==> config.mk <==
export PLATFORM = sky130hd
export DESIGN_NAME = wdog_keyed
export DESIGN_NICKNAME = d
export VERILOG_FILES = /design/src/rtl/wdog_pkg.sv /design/src/rtl/wdog_regs.sv /design/src/rtl/wdog_timer.sv /design/src/rtl/wdog_out.sv /design/src/rtl/wdog_keyed.sv
export SDC_FILE = /design/constraint.sdc
export NUM_CORES = 1
export LEC_CHECK = 0
export BUFFER_PORTS_ARGS = -buffer_cell sky130_fd_sc_hd__clkbuf_2
export CORE_ASPECT_RATIO = 1.5
export CORE_MARGIN = 3
export CORE_UTILIZATION = 55
export DETAILED_ROUTE_END_ITERATION = 7
export PLACE_DENSITY = 0.78
export SETUP_SLACK_MARGIN = 0.02
export SYNTH_ARGS = -nofsm -noshare
export SYNTH_HDL_FRONTEND = slang
export SYNTH_HIERARCHICAL = 1
export SYNTH_SLANG_ARGS = --single-unit
==> constraint.sdc <==
create_clock -name clk -period 3.4 [get_ports clk]
set_input_delay 0.68 -clock clk [delete_from_list [all_inputs] [get_ports clk]]
set_output_delay 0.68 -clock clk [all_outputs]
set_load 0.01 [all_outputs]
==> src/rtl/wdog_pkg.sv <==
package wdog_pkg;

  localparam logic [11:0] MODE_KEY      = 12'hABC;
  localparam logic [9:0]  CCTL_KEY      = 10'h248;
  localparam logic [31:0] RESTART_MAGIC = 32'h0000_1999;

  localparam logic [3:0] ADDR_MODE    = 4'h0;
  localparam logic [3:0] ADDR_CCTL    = 4'h4;
  localparam logic [3:0] ADDR_RESTART = 4'h8;
  localparam logic [3:0] ADDR_STATUS  = 4'hC;

  typedef struct packed {
    logic [1:0] len;
    logic       irq_en;
    logic       rst_en;
    logic       en;
  } mode_t;

  // pulse length in clock cycles for a 2-bit code: 2, 4, 8, 16
  function automatic logic [4:0] pulse_cycles(input logic [1:0] code);
    return 5'd2 << code;
  endfunction

endpackage

==> src/rtl/wdog_regs.sv <==
module wdog_regs
  import wdog_pkg::*;
#(
  parameter int RELOAD_W = 12
) (
  input  logic                clk,
  input  logic                rst,
  input  logic                req_valid,
  input  logic                req_write,
  input  logic [3:0]          req_addr,
  input  logic [31:0]         req_wdata,
  input  logic                zero_flag,
  output mode_t               mode,
  output logic [1:0]          pre_sel,
  output logic [RELOAD_W-1:0] reload,
  output logic                restart_hit,
  output logic [31:0]         rsp_rdata
);

  logic wr, rd;
  logic mode_ok, cctl_ok;

  assign wr = req_valid && req_write;
  assign rd = req_valid && !req_write;

  assign mode_ok     = wr && (req_addr == ADDR_MODE) && (req_wdata[23:12] == MODE_KEY);
  assign cctl_ok     = wr && (req_addr == ADDR_CCTL) && (req_wdata[23:14] == CCTL_KEY);
  assign restart_hit = wr && (req_addr == ADDR_RESTART) && (req_wdata == RESTART_MAGIC);

  always_ff @(posedge clk) begin
    if (rst) begin
      mode    <= '0;
      pre_sel <= 2'd0;
      reload  <= '1;
    end else begin
      if (mode_ok) begin
        mode.en     <= req_wdata[0];
        mode.rst_en <= req_wdata[1];
        mode.irq_en <= req_wdata[2];
        mode.len    <= req_wdata[5:4];
      end
      if (cctl_ok) begin
        pre_sel <= req_wdata[1:0];
        reload  <= req_wdata[2 +: RELOAD_W];
      end
    end
  end

  always_ff @(posedge clk) begin
    if (rst) begin
      rsp_rdata <= '0;
    end else if (rd) begin
      case (req_addr)
        ADDR_MODE:   rsp_rdata <= {26'd0, mode.len, 1'b0, mode.irq_en, mode.rst_en, mode.en};
        ADDR_CCTL:   rsp_rdata <= 32'({reload, pre_sel});
        ADDR_STATUS: rsp_rdata <= {31'd0, zero_flag};
        default:     rsp_rdata <= '0;
      endcase
    end
  end

endmodule

==> src/rtl/wdog_timer.sv <==
module wdog_timer #(
  parameter int RELOAD_W = 12,
  parameter int LOW_W    = 12,
  localparam int CNT_W   = RELOAD_W + LOW_W,
  localparam int PRE_W   = 12
) (
  input  logic                clk,
  input  logic                rst,
  input  logic                en,
  input  logic [1:0]          pre_sel,
  input  logic [RELOAD_W-1:0] reload,
  input  logic                restart,
  output logic [CNT_W-1:0]    cnt,
  output logic                zero_flag,
  output logic                zero_evt
);

  logic [PRE_W-1:0] pre_cnt;
  logic [PRE_W-1:0] pre_mask;
  logic             tick;
  int unsigned      shift;

  // divide by 2^(3*(sel+1)): 8, 64, 512, 4096
  always_comb begin
    shift    = 3 * (int'(pre_sel) + 1);
    pre_mask = (PRE_W'(1) << shift) - PRE_W'(1);
    tick     = (pre_cnt & pre_mask) == pre_mask;
  end

  always_ff @(posedge clk) begin
    if (rst) begin
      pre_cnt   <= '0;
      cnt       <= '1;
      zero_flag <= 1'b0;
      zero_evt  <= 1'b0;
    end else begin
      zero_evt <= 1'b0;
      if (restart) begin
        pre_cnt   <= '0;
        cnt       <= {reload, {LOW_W{1'b1}}};
        zero_flag <= 1'b0;
      end else if (en) begin
        pre_cnt <= pre_cnt + PRE_W'(1);
        if (tick && cnt != '0) begin
          cnt <= cnt - CNT_W'(1);
          if (cnt == CNT_W'(1)) begin
            zero_flag <= 1'b1;
            zero_evt  <= 1'b1;
          end
        end
      end
    end
  end

endmodule

==> src/rtl/wdog_out.sv <==
module wdog_out
  import wdog_pkg::*;
(
  input  logic       clk,
  input  logic       rst,
  input  logic       zero_flag,
  input  logic       zero_evt,
  input  logic       rst_en,
  input  logic       irq_en,
  input  logic [1:0] len,
  output logic       wdt_rst_o,
  output logic       wdt_irq_o
);

  logic [4:0] remain;

  always_ff @(posedge clk) begin
    if (rst) begin
      remain    <= '0;
      wdt_rst_o <= 1'b0;
      wdt_irq_o <= 1'b0;
    end else begin
      wdt_irq_o <= zero_flag && irq_en;
      if (zero_evt && rst_en) begin
        remain    <= pulse_cycles(len) - 5'd1;
        wdt_rst_o <= 1'b1;
      end else if (remain != '0) begin
        remain <= remain - 5'd1;
      end else begin
        wdt_rst_o <= 1'b0;
      end
    end
  end

endmodule

==> src/rtl/wdog_keyed.sv <==
module wdog_keyed
  import wdog_pkg::*;
#(
  parameter int RELOAD_W = 12,
  parameter int LOW_W    = 12,
  localparam int CNT_W   = RELOAD_W + LOW_W
) (
  input  logic        clk,
  input  logic        rst,
  input  logic        req_valid,
  input  logic        req_write,
  input  logic [3:0]  req_addr,
  input  logic [31:0] req_wdata,
  output logic [31:0] rsp_rdata,
  output logic        wdt_rst_o,
  output logic        wdt_irq_o
);

  mode_t               mode;
  logic [1:0]          pre_sel;
  logic [RELOAD_W-1:0] reload;
  logic                restart_hit;
  logic [CNT_W-1:0]    cnt;
  logic                zero_flag;
  logic                zero_evt;

  wdog_regs #(.RELOAD_W(RELOAD_W)) u_regs (
    .clk(clk), .rst(rst),
    .req_valid(req_valid), .req_write(req_write),
    .req_addr(req_addr), .req_wdata(req_wdata),
    .zero_flag(zero_flag),
    .mode(mode), .pre_sel(pre_sel), .reload(reload),
    .restart_hit(restart_hit), .rsp_rdata(rsp_rdata)
  );

  wdog_timer #(.RELOAD_W(RELOAD_W), .LOW_W(LOW_W)) u_timer (
    .clk(clk), .rst(rst),
    .en(mode.en), .pre_sel(pre_sel), .reload(reload),
    .restart(restart_hit),
    .cnt(cnt), .zero_flag(zero_flag), .zero_evt(zero_evt)
  );

  wdog_out u_out (
    .clk(clk), .rst(rst),
    .zero_flag(zero_flag), .zero_evt(zero_evt),
    .rst_en(mode.rst_en), .irq_en(mode.irq_en), .len(mode.len),
    .wdt_rst_o(wdt_rst_o), .wdt_irq_o(wdt_irq_o)
  );

endmodule

* Yosys cells after proc, flatten, opt, wreduce, memory -nomap -nowiden *
Index checks and enable logic that the tools add are counted.
Widths: inputs -> output; s select.

word-level totals
  flip-flop bits (word level) = 96
  input bits = 40
  output and inout bits = 34

operators by class
  mux-type cells = 9
  reduce and logical (&&, ||, !) cells = 23
  shift-type cells = 2
  equality and inequality tests = 9
  $add $sub $neg = 6
  bitwise logic cells = 3
  multiply operators = 1

operators by type and width
  cell                   count
  $mux 24                3
  $pmux 14 s3            1
  $eq 32x13->1 const B   1
  $mul 3x32->32 const A  1
  $shl 1x32->12 const A  1
  $eq 24x1->1 const B    1
  $reduce_bool 24->1     1
  $sub 24x1->24 const B  1
  $add 12x1->12 const B  1
  $and 12x12->12         1
  $eq 12x12->1           1
  $eq 12x12->1 const B   1
  $sub 12x2->12 const B  1
  $logic_and 1x1->1      11
  $eq 10x10->1 const B   1
  $mux 5                 2
  $sub 5x1->5 const B    2
  $eq 4x4->1 const B     2
  $reduce_bool 2->1      3
  $reduce_bool 5->1      1
  $shl 2x2->5 const A    1
  $eq 4x3->1 const B     1
  $logic_not 4->1        1
  $reduce_and 2->1       2
  other kinds (8)        11

* Longest topological paths before layout *
Gate-level depths: netlist of the first run.

  depth after elaboration = 10
  depth in mapped cells = 10
  gate-level depth less buffers = 8

* Cells and area by module *
Netlist of the first run, hierarchy kept.

by module, submodules not included
  module      times used  cells an instance  area an instance (um^2)
  wdog_timer  1           290                2399.8
  wdog_regs   1           186                1626.6
  wdog_out    1           40                 366.6

* Least setup slack after synthesis of the first run *
Ideal clock, no wire load.

  kind = input to register
  from = input req_addr[2]
  to = register u_timer.pre_cnt[0]
  required time = 3272 ps
  arrival = 2761 ps
  setup time = 128 ps
  path slack = 512 ps
  cell stages on the path = 7
  cell sequence = buf_2 > or4_1 > nor4_1 > or2_2 > clkbuf_1 > clkbuf_1 > nor2_1

on the way
  word-level cells in the longest chain between the ends = 4

RTL lines
  element                         RTL line          text
  start, declared                 wdog_keyed.sv:12  input logic [3:0] req_addr,
  $eq 4x4->1                      wdog_regs.sv:28   assign restart_hit = wr && (req_addr == ADDR_RESTART) && (req_wdata == RESTART_MAGIC);
  $logic_and 1x1->1 (2 in a row)  wdog_regs.sv:28
  net restart_hit                 wdog_keyed.sv:22  logic restart_hit;
  $reduce_or 2->1 (no line)       n/a
  end signal, assigned            wdog_timer.sv:43  pre_cnt <= pre_cnt + PRE_W'(1);
  end, declared                   wdog_timer.sv:18  logic [PRE_W-1:0] pre_cnt;

The timed path passes the listed nets, and every way through them passes these cells.
A chain may end at the register's enable or synchronous reset.

* Worst setup path in the final report of the first run *
  from = input req_addr[2]
  to = register u_timer.cnt[21]

on the way
  word-level cells in the longest chain between the ends = 5
  elaborated cells on any way between the ends = 7
  those cells by class = eq/ne (1); mux (1); reduce/logical (5)

RTL lines
  element                             RTL line          text
  $eq 4x4->1 (*)                      wdog_regs.sv:28
  $logic_and 1x1->1 (*) (2 in a row)  wdog_regs.sv:28
  net restart_hit                     wdog_keyed.sv:22
  $reduce_bool 2->1 (no line)         n/a
  $reduce_and 2->1 (no line)          n/a
  end signal, assigned                wdog_timer.sv:40  cnt <= {reload, {LOW_W{1'b1}}};
  end signal, assigned                wdog_timer.sv:45  cnt <= cnt - CNT_W'(1);
  end, declared                       wdog_timer.sv:13  output logic [CNT_W-1:0] cnt,

Mark *: on every way through the listed nets, which the timed path passes. The rest lies on a longest branch.

==> results of run 1 <==
[sequential cells by signal (all words and copies together) (netlist names)]
register / cells
u_out/remain: 5
u_out/wdt_irq_o: 1
u_out/wdt_rst_o: 1
u_regs/mode: 5
u_regs/pre_sel: 2
u_regs/reload: 12
u_regs/rsp_rdata: 14
u_timer/cnt: 24
u_timer/pre_cnt: 12
u_timer/zero_evt: 1
u_timer/zero_flag: 1
[how the worst max path moves through the flow]
| stage | from | endpoint | slack [ns] | cells after the start |
|---|---|---|---|---|
| final | req_addr[2] | u_timer/cnt[21] | 0.83 | 7 |
| after global routing | req_addr[2] | u_timer/cnt[12] | 0.65 | 7 |
| after CTS | req_addr[2] | u_timer/cnt[21] | 0.87 | 7 |
| after detailed placement | req_addr[2] | u_timer/cnt[12] | 0.58 | 7 |
| after global placement | req_addr[2] | u_timer/cnt[12] | 0.63 | 7 |
| after floorplan | req_addr[2] | u_timer/pre_cnt[0] | 0.51 | 7 |
[layout make-up]
cell class / instances / area (um2)
clock buffers: 9 / 225.2
fillers: 659 / 2778
inverters: 4 / 15.01
multi-input cells: 402 / 2595
flip-flops and latches: 78 / 1562
repair buffers: 64 / 342.8
clock inverters: 7 / 65.06
well taps: 102 / 127.6
[synthesized netlist by cell type (all sizes together), types with 6 or more instances]
cell type	n	area, um2
or4	11	95.09
nor2	68	255.2
or3b	8	70.07
clkbuf	19	71.32
mux2i	21	210.2
and2	6	37.54
or3	10	65.06
nor4	21	143.9
nand3	18	90.09
nor3	25	140.1
ha	8	100.1
nand2	18	67.56
nand4	10	62.56
buf	30	220.2
or2	6	37.54
nor3b	16	120.1
dfxtp	78	1562
a211oi	8	70.06
a22oi	14	105.1
nand2b	9	56.30
a21oi	20	100.1
o21ai	17	88.84
[cell families after synthesis]
group,count (synthesis),share of synthesized area
simple gates,249,0.3290
other cells,1,0.0008536
compound gates,93,0.1455
xor+xnor,8,0.01595
mux,26,0.06067
flops,78,0.3555
fa+ha+maj,8,0.02279
buf+inv,53,0.06978
[critical path: stages]
cell	delay, ns
clkbuf_2	0.18
or4_1	0.65
nor4_2	0.35
buf_4	0.26
or2_2	0.36
a311oi_1	0.11
nor3_1	0.22
[cell usage in the layout, fill, tap and decap left out, drive strengths merged, types with 6 or more instances in the layout]
| master | n |
|---|---|
| a211oi | 8 |
| a21oi | 20 |
| a22oi | 14 |
| and2 | 6 |
| buf | 9 |
| clkbuf | 64 |
| conb | 18 |
| dfxtp | 78 |
| ha | 8 |
| inv | 8 |
| mux2i | 21 |
| nand2 | 18 |
| nand2b | 9 |
| nand3 | 18 |
| nand4 | 10 |
| nor2 | 68 |
| nor3 | 25 |
| nor3b | 16 |
| nor4 | 21 |
| o21ai | 17 |
| or2 | 6 |
| or3 | 10 |
| or3b | 8 |
| or4 | 11 |
[power breakdown]
group / switching (mW) / total [mW] / internal, mW
combinational: 0.142 / 0.276 / 0.134
sequential: 0.0400 / 0.984 / 0.944
clock: 0.422 / 0.934 / 0.512
[metal layers]
layer	vias up	wire length [um]	global-route usage
li1	1970	-	-
met5	-	0	0
met4	0	478	0.1571
met1	1893	4235	0.2805
met2	174	5815	0.4606
met3	49	602	0.05677
==> results.yml, run 1 <==
placed_design:
  pre_cts_ws_ns: 0.5756
  dp_cells: 650
  port_buffers: 55
  gp_congestion: 0.9147
  dpl_cell_area_um2: 4642
  post-dp-hpwl_mm: 7.929
clock_tree:
  path_clk_slew_ns: 0.07
  cts_tree: "yes"
  holdBufCountCts: 0
  numCtsBuffers: 9
  cts_resized: 0
  cts_setup_buffers: 0
  clkLatencyLatePin_ns: 0.35
  cts_max_level: 3
  clock_path_buffers: 2
  cts_num_sinks: 78
  cts-root-buf: "clkbuf_16"
floorplan:
  die_h_um: 115.5
  start_util: 0.5698
  fp.dieArea_um2: 9117
  fp.dieW_um: 78.97
  pin_count: 74
  rows: 39
  design.core.area_um2: 7710
sta:
  whs_ns: 0.4743
  max_freq_mhz: 389.8
  finalSetupTns_ns: 0
  fin_skew_ns: 0.006991
  tightest_slew_ns: 1.017
  fin_crit_sh: 0.7544
  fin_crit_ns: 2.565
  rsz0062_at_grt: "no"
  max_slew_margin: 0.3198
  final_max_slew_viol_count: 0
  hold_viol: 0
  fin_ws_ns: 0.8349
  setup_violations: 0
worst_setup_path:
  regToRegSetupSlack_ns: 0.91
  worstRegToRegCells: 7
  endpoint_kind: "flip-flop"
  cp.required_ns: 3.67
  worstReg2RegEnd: "u_timer/cnt[6]"
  r2r-start: "u_regs/pre_sel[0]"
  crit_fanout: 19
  arrival_ns: 2.83
  worstSetupPathType: "input pin to flip-flop"
  crit_path_start_kind: "input pin"
hold_path:
  holdPathEnd: "u_regs/rsp_rdata[0]"
  min-delay-path-class: "flip-flop to flip-flop"
  holdCritStartpoint: "u_regs/rsp_rdata[0]"
  min_delay_path_depth: 2
global_routing:
  grt_antenna_before_repair: 0
  grt_pass1_vias: 4030
  grt_start_max_net_pins: 54
  grt_usage: 0.2601
  grt_pass1_wl_mm: 18.61
  grt_overflow: 0
detailed_routing:
  ant_nets: 0
  drcViolationCount: 0
  routedWlPerCell_um: 16.71
  num_vias: 4086
  drt-total-wl_mm: 11.13
  firstDrtPassIters: 7
  vias_per_cell: 6.135
  initialDrtViolationCount: 402
finish:
  nets: 607
  diodes: 0
  drive_above_1_share: 0.2092
  fin_util: 0.6397
  final_cell_area_um2: 4932
  instances_no_fill: 666
  area_delta_synth_final_pct: 12.28
power_and_ir_drop:
  vdd_drop_max_uv: 500.5
  p_leak_nw: 1.759
  p_total_mw: 2.194
  power.density_nw_per_um2: 444.8
synth:
  synth_seq_area_share: 0.3555
  synth_edf_count: 0
  synthCells: 516
  netlist-cell-type-count: 65
  synthArstFlopShare: 0
  ys_ff_latch: 78
  ys.flop_type: "dfxtp_1"
  avgSynthCellArea_um2: 8.513
  yosys_warnings: 6
  synth_area_um2: 4393
outcome:
  status: "complete, no violations"
flow_run:
  maxCapViolations: 0
Power figures use the tool's default switching activity.
==> run 2, diff against run 1 <==
- ABC_AREA: default -> 1
- clock period: 3.4 -> 2.6 ns (I/O delays scaled with it)
==> results.yml, run 2 <==
global_routing:
  met3_usage: 0.03687
  use_met1: 0.2710
  use_met2: 0.4201
  grt_usage: 0.2384
  grt_start_max_net_pins: 28
  grt_overflow: 0
  grt_antenna_before_repair: 0
  grt_pass1_wl_mm: 18.31
  grt_pass1_vias: 4297
  grt_most_used_layer: "met2"
synth:
  synthCells: 694
  yosysMostFrequentCell: "nand2_1"
  ys.flop_type: "dfxtp_1"
  ys_ff_latch: 78
  avgSynthCellArea_um2: 6.552
  synth_top_cell_by_area: "dfxtp_1"
  synthTopCellsByArea: "dfxtp_1 34%, nand2_1 15%, nand3_1 9.9%"
  yosys_warnings: 6
  synth_top_area_frac: 0.3434
  synth_edf_count: 0
  synthArstFlopShare: 0
  netlist-cell-type-count: 39
  yosys-top-cells-count: "183 x nand2_1, 103 x nor2_1, 90 x nand3_1"
  synth_area_um2: 4547
  synth_seq_area_share: 0.3434
sta:
  max_slew_margin: 0.5199
  fin_crit_ns: 1.972
  fin_skew_ns: 0.004875
  tightest_slew_ns: 0.7175
  rsz0062_at_grt: "no"
  finalSetupTns_ns: 0
  fin_crit_sh: 0.7587
  final_max_slew_viol_count: 0
  max_freq_mhz: 507.0
  setup_violations: 0
  hold_viol: 0
worst_setup_path:
  crit_path_start_kind: "input pin"
  cp_slowest_stage_delay_ns: 0.33
  crit_path_frequent_cell: "nand2_1"
  crit_chain: "clkbuf_2, nor2_1, nand2_1, nor3_1, nand3_1, nor2_1, inv_1, nand2_1, inv_1, nand3_1, nor3_1, nand2_2, nand2_1"
  arrival_ns: 2.21
  endpoint_kind: "flip-flop"
  worstSetupPathType: "input pin to flip-flop"
  cp.required_ns: 2.83
  slowest_stage: "inv_1"
  crit_fanout: 21
finish:
  area_delta_synth_final_pct: 12.69
  diodes: 0
  instances_no_fill: 858
  largest_reg_flops: 24
  layout_commonest_cell: "nand2_1"
  top_register: "u_timer/cnt"
  drive_above_1_share: 0.1700
  nets: 796
  layout_common_cells: "183 x nand2_1, 103 x nor2_1, 90 x nand3_1, 78 x dfxtp_1, 67 x inv_1"
  top_regs: "u_timer/cnt (24), u_regs/rsp_rdata (14)"
detailed_routing:
  initialDrtViolationCount: 299
  firstDrtPassIters: 5
  drcViolationCount: 0
  num_vias: 4410
  routedWlPerCell_um: 12.37
  ant_nets: 0
  vias_per_cell: 5.140
  drt-total-wl_mm: 10.61
clock_tree:
  path_clk_slew_ns: 0.06
  clkLatencyLatePin_ns: 0.34
  cts_setup_buffers: 0
  cts-root-buf: "clkbuf_16"
  numCtsBuffers: 9
  cts_resized: 0
  cts_tree: "yes"
  clock_path_buffers: 2
  holdBufCountCts: 0
  cts_max_level: 3
  cts_num_sinks: 78
power_and_ir_drop:
  vdd_drop_max_uv: 520.8
  p_leak_nw: 2.428
  power.density_nw_per_um2: 576.2
floorplan:
  rows: 40
  pin_count: 74
  die_h_um: 117.4
  design.core.area_um2: 8008
  start_util: 0.5678
  fp.dieArea_um2: 9417
  fp.dieW_um: 80.24
hold_path:
  min-delay-path-class: "input pin to flip-flop"
placed_design:
  gp_congestion: 0.9064
  post-dp-hpwl_mm: 8.049
  port_buffers: 55
  dp_cells: 842
flow_run:
  maxCapViolations: 0
outcome:
  status: "complete, no violations"
==> run 2: changes by cell type in the layout (fill, tap and decap cells not counted), moves of 14 or more <==
cell	delta
mux2i_1	-21
inv_1	+63
a22oi_1	-14
nor4_1	-17
a21oi_1	+19
nor3_1	-18
nor3b_1	-16
nand2_1	+165
nor2_1	+35
nand3_1	+72
nor2_2	+14
==> run 2: final timing paths <==
path	startpoint	end	slack, ns	cells past startpoint
max	req_wdata[15]	u_timer/zero_flag	0.63	13
min	req_wdata[8]	u_regs/reload[6]	0.41	3
max reg2reg	u_regs/pre_sel[1]	u_timer/cnt[8]	0.63	12
min reg2reg	u_regs/rsp_rdata[9]	u_regs/rsp_rdata[9]	0.47	2
==> run 2: logic make-up after synthesis <==
logic type,share of synthesized area
AO/OA/AOI/OAI,0.06302
XOR/XNOR,0.01156
adder cells (fa/ha/maj),0.02202
buffers and inverters,0.1183
flip-flops,0.3434
other,0.0008247
AND/OR/NAND/NOR,0.4408
==> run 2: routing by layer <==
| layer | vias up | part of all wire |
|---|---|---|
| met5 | - | 0 |
| met4 | 0 | 0.029 |
| met2 | 137 | 0.52 |
| met3 | 23 | 0.046 |
| met1 | 1975 | 0.40 |
| li1 | 2275 | - |
==> run 2: per-stage QoR <==
step / cell area, um2 / worst slack, ns / hold slack, ns / total power [mW] / utilization
floorplan: 4611 / 0.4680 / 0.4226 / 1.553 / -
global placement: 4800 / 0.3348 / 0.4442 / 1.612 / 0.5994
detailed placement: 4800 / 0.2695 / 0.4610 / 1.621 / 0.5994
CTS: 5124 / 0.6294 / 0.4020 / 2.973 / 0.6398
global route: 5124 / 0.3728 / 0.4079 / 3.078 / 0.6398
finish: 5124 / 0.6275 / 0.4082 / 2.952 / 0.6398
==> run 2: cell type report <==
class / instances / area (um2)
flip-flops and latches: 78 / 1562
multi-input cells: 524 / 2511
clock buffers: 10 / 239.0
clock inverters: 6 / 85.08
repair buffers: 59 / 305.3
inverters: 76 / 290.3
well taps: 105 / 131.4
fillers: 746 / 2884
==> run 2: where the power goes <==
group / internal, mW / switching (mW) / total (mW) / leakage (nW)
Clock: 0.863 / 0.493 / 1.36 / 0.154
Sequential: 1.23 / 0.0154 / 1.25 / 0.631
Combinational: 0.128 / 0.219 / 0.347 / 1.64
Total: 2.22 / 0.727 / 2.95 / 2.43
==> run 2: worst max-delay path, delay by kind of cell <==
family,cells,cell delay [ns]
buffers and inverters,3,0.49
and+or+nand+nor,10,1.18
==> run 3, diff against run 2 <==
- CORE_UTILIZATION: 55 -> 51
- PLACE_DENSITY: 0.78 -> 0.76
- clock period: 2.6 -> 1.7 ns (I/O delays scaled with it)
==> results.yml, run 3 (same netlist as run 2, synthesis figures left out) <==
outcome:
  status: "complete, but fails checks"
  violations: "negative setup slack"
detailed_routing:
  vias_per_cell: 5.266
  num_vias: 4660
  drcViolationCount: 0
  initialDrtViolationCount: 312
  drt-total-wl_mm: 12.03
  firstDrtPassIters: 6
  routedWlPerCell_um: 13.59
  ant_nets: 0
clock_tree:
  path_clk_slew_ns: 0.06
  clock_path_buffers: 2
  numCtsBuffers: 9
  clkLatencyLatePin_ns: 0.34
  cts_tree: "yes"
  cts-root-buf: "clkbuf_16"
  holdBufCountCts: 0
  cts_num_sinks: 78
  cts_max_level: 3
sta:
  fin_ws_ns: -0.08744
  hold_viol: 0
  fin_skew_ns: 0.003617
  finalSetupTns_ns: -0.5504
  max_freq_mhz: 559.5
  rsz0062_at_grt: "yes"
  final_max_slew_viol_count: 0
  setup_violations: 18
  fin_crit_ns: 1.787
  fin_crit_sh: 1.051
  whs_ns: 0.2236
worst_setup_path:
  worstSetupPathType: "flip-flop to flip-flop"
  crit_path_start_kind: "flip-flop"
  path_buf_inv: 2
  cp.required_ns: 1.93
  crit_chain: "inv_4, nand2_4, ha_4, nor2_2, nor2_2, nand2_2, nor2_4, nand2_4, buf_6, a21oi_2, o21ai_1"
  crit_fanout: 8
  cp_top_family: "simple AND/OR/NAND/NOR gates"
  cp_slowest_stage_delay_ns: 0.37
  endpoint_kind: "flip-flop"
  slowest_stage: "dfxtp_4"
  arrival_ns: 2.01
global_routing:
  grt_antenna_before_repair: 0
  grt_pass1_wl_mm: 19.17
  grt_start_max_net_pins: 27
  grt_pass1_vias: 4491
  grt_usage: 0.2311
  grt_overflow: 0
finish:
  drive_above_1_share: 0.2558
  top_regs: "u_timer/cnt (24), u_regs/rsp_rdata (14)"
  diodes: 0
  top_register: "u_timer/cnt"
  nets: 821
  layout_common_cells: "172 x nand2_1, 93 x nor2_1, 76 x dfxtp_1, 75 x nand3_1, 62 x inv_1"
  largest_reg_flops: 24
  layout_commonest_cell: "nand2_1"
  area_delta_synth_final_pct: 24.02
  instances_no_fill: 885
power_and_ir_drop:
  p_leak_nw: 2.660
  vdd_drop_max_uv: 838.8
  power.density_nw_per_um2: 859.5
floorplan:
  design.core.area_um2: 8567
  die_h_um: 121.6
  fp.dieW_um: 83.10
  rows: 41
  pin_count: 74
  start_util: 0.5307
  fp.dieArea_um2: 10110
placed_design:
  dp_cells: 865
  gp_congestion: 0.8868
  port_buffers: 55
  post-dp-hpwl_mm: 8.772
hold_path:
  min-delay-path-class: "input pin to flip-flop"
flow_run:
  maxCapViolations: 0
[run 3: cell types whose count changed in the layout (fill, tap and decap cells not counted), sizes merged]
| cell | change |
|---|---|
| nand2 | +1 |
| clkinvlp | -1 |
| clkinv | -1 |
| buf | +24 |
| bufinv | +2 |
[run 3: worst paths after layout]
kind / from / endpoint / slack [ns] / depth (start not counted)
hold reg to reg: u_out/remain[0] / u_out/remain[0] / 0.46 / 1
setup / recovery: u_regs/pre_sel[0] / u_timer/cnt[1] / -0.09 / 11
setup reg to reg: u_regs/pre_sel[0] / u_timer/cnt[1] / -0.09 / 11
hold / removal: req_wdata[3] / u_regs/reload[1] / 0.22 / 3
[run 3: tightest hold or removal path, stage by stage]
cell      delay [ns]
clkbuf_2        0.09
nand2_1         0.05
nand3_1         0.05
[run 3: through the flow]
step           cell area [um2]  worst slack [ns]  utilization  total power [mW]
6_report                  5639          -0.08744       0.6582             4.847
3_3_place_gp              5000         -0.001096       0.5836             2.488
5_1_grt                   5639           -0.1644       0.6582             5.036
2_1_floorplan             4629           0.02005            -             2.378
3_5_place_dp              5000           -0.1078       0.5836             2.513
4_1_cts                   5458           0.02434       0.6371             4.881
[run 3: routing by layer]
metal,wire length [um],vias up,global-route usage
met5,0,-,0
met1,4488,2133,0.2335
met4,469,0,0.1339
li1,-,2329,-
met3,601,36,0.04804
met2,6471,162,0.4347
[run 3: power breakdown]
part | switching, mW | internal (mW) | total, mW
clock network | 0.747 | 1.62 | 2.37
logic | 0.359 | 0.214 | 0.572
registers | 0.0220 | 1.89 | 1.91
[run 3: cell type report]
class,instances,area (um2)
clock buffers,10,239.0
clock inverters,6,132.6
fillers,727,2928
inverters,76,302.8
multi-input cells,525,2739
flip-flops and latches,78,1567
well taps,107,133.9
repair buffers,83,525.5
[run 3: timing repair]
item / CTS / global route
pin swaps: 5 / 11
buffers inserted: 2 / 0
gates resized for setup: 18 / 47
cloned: 2 / 0
setup endpoints to repair: 23 / 27
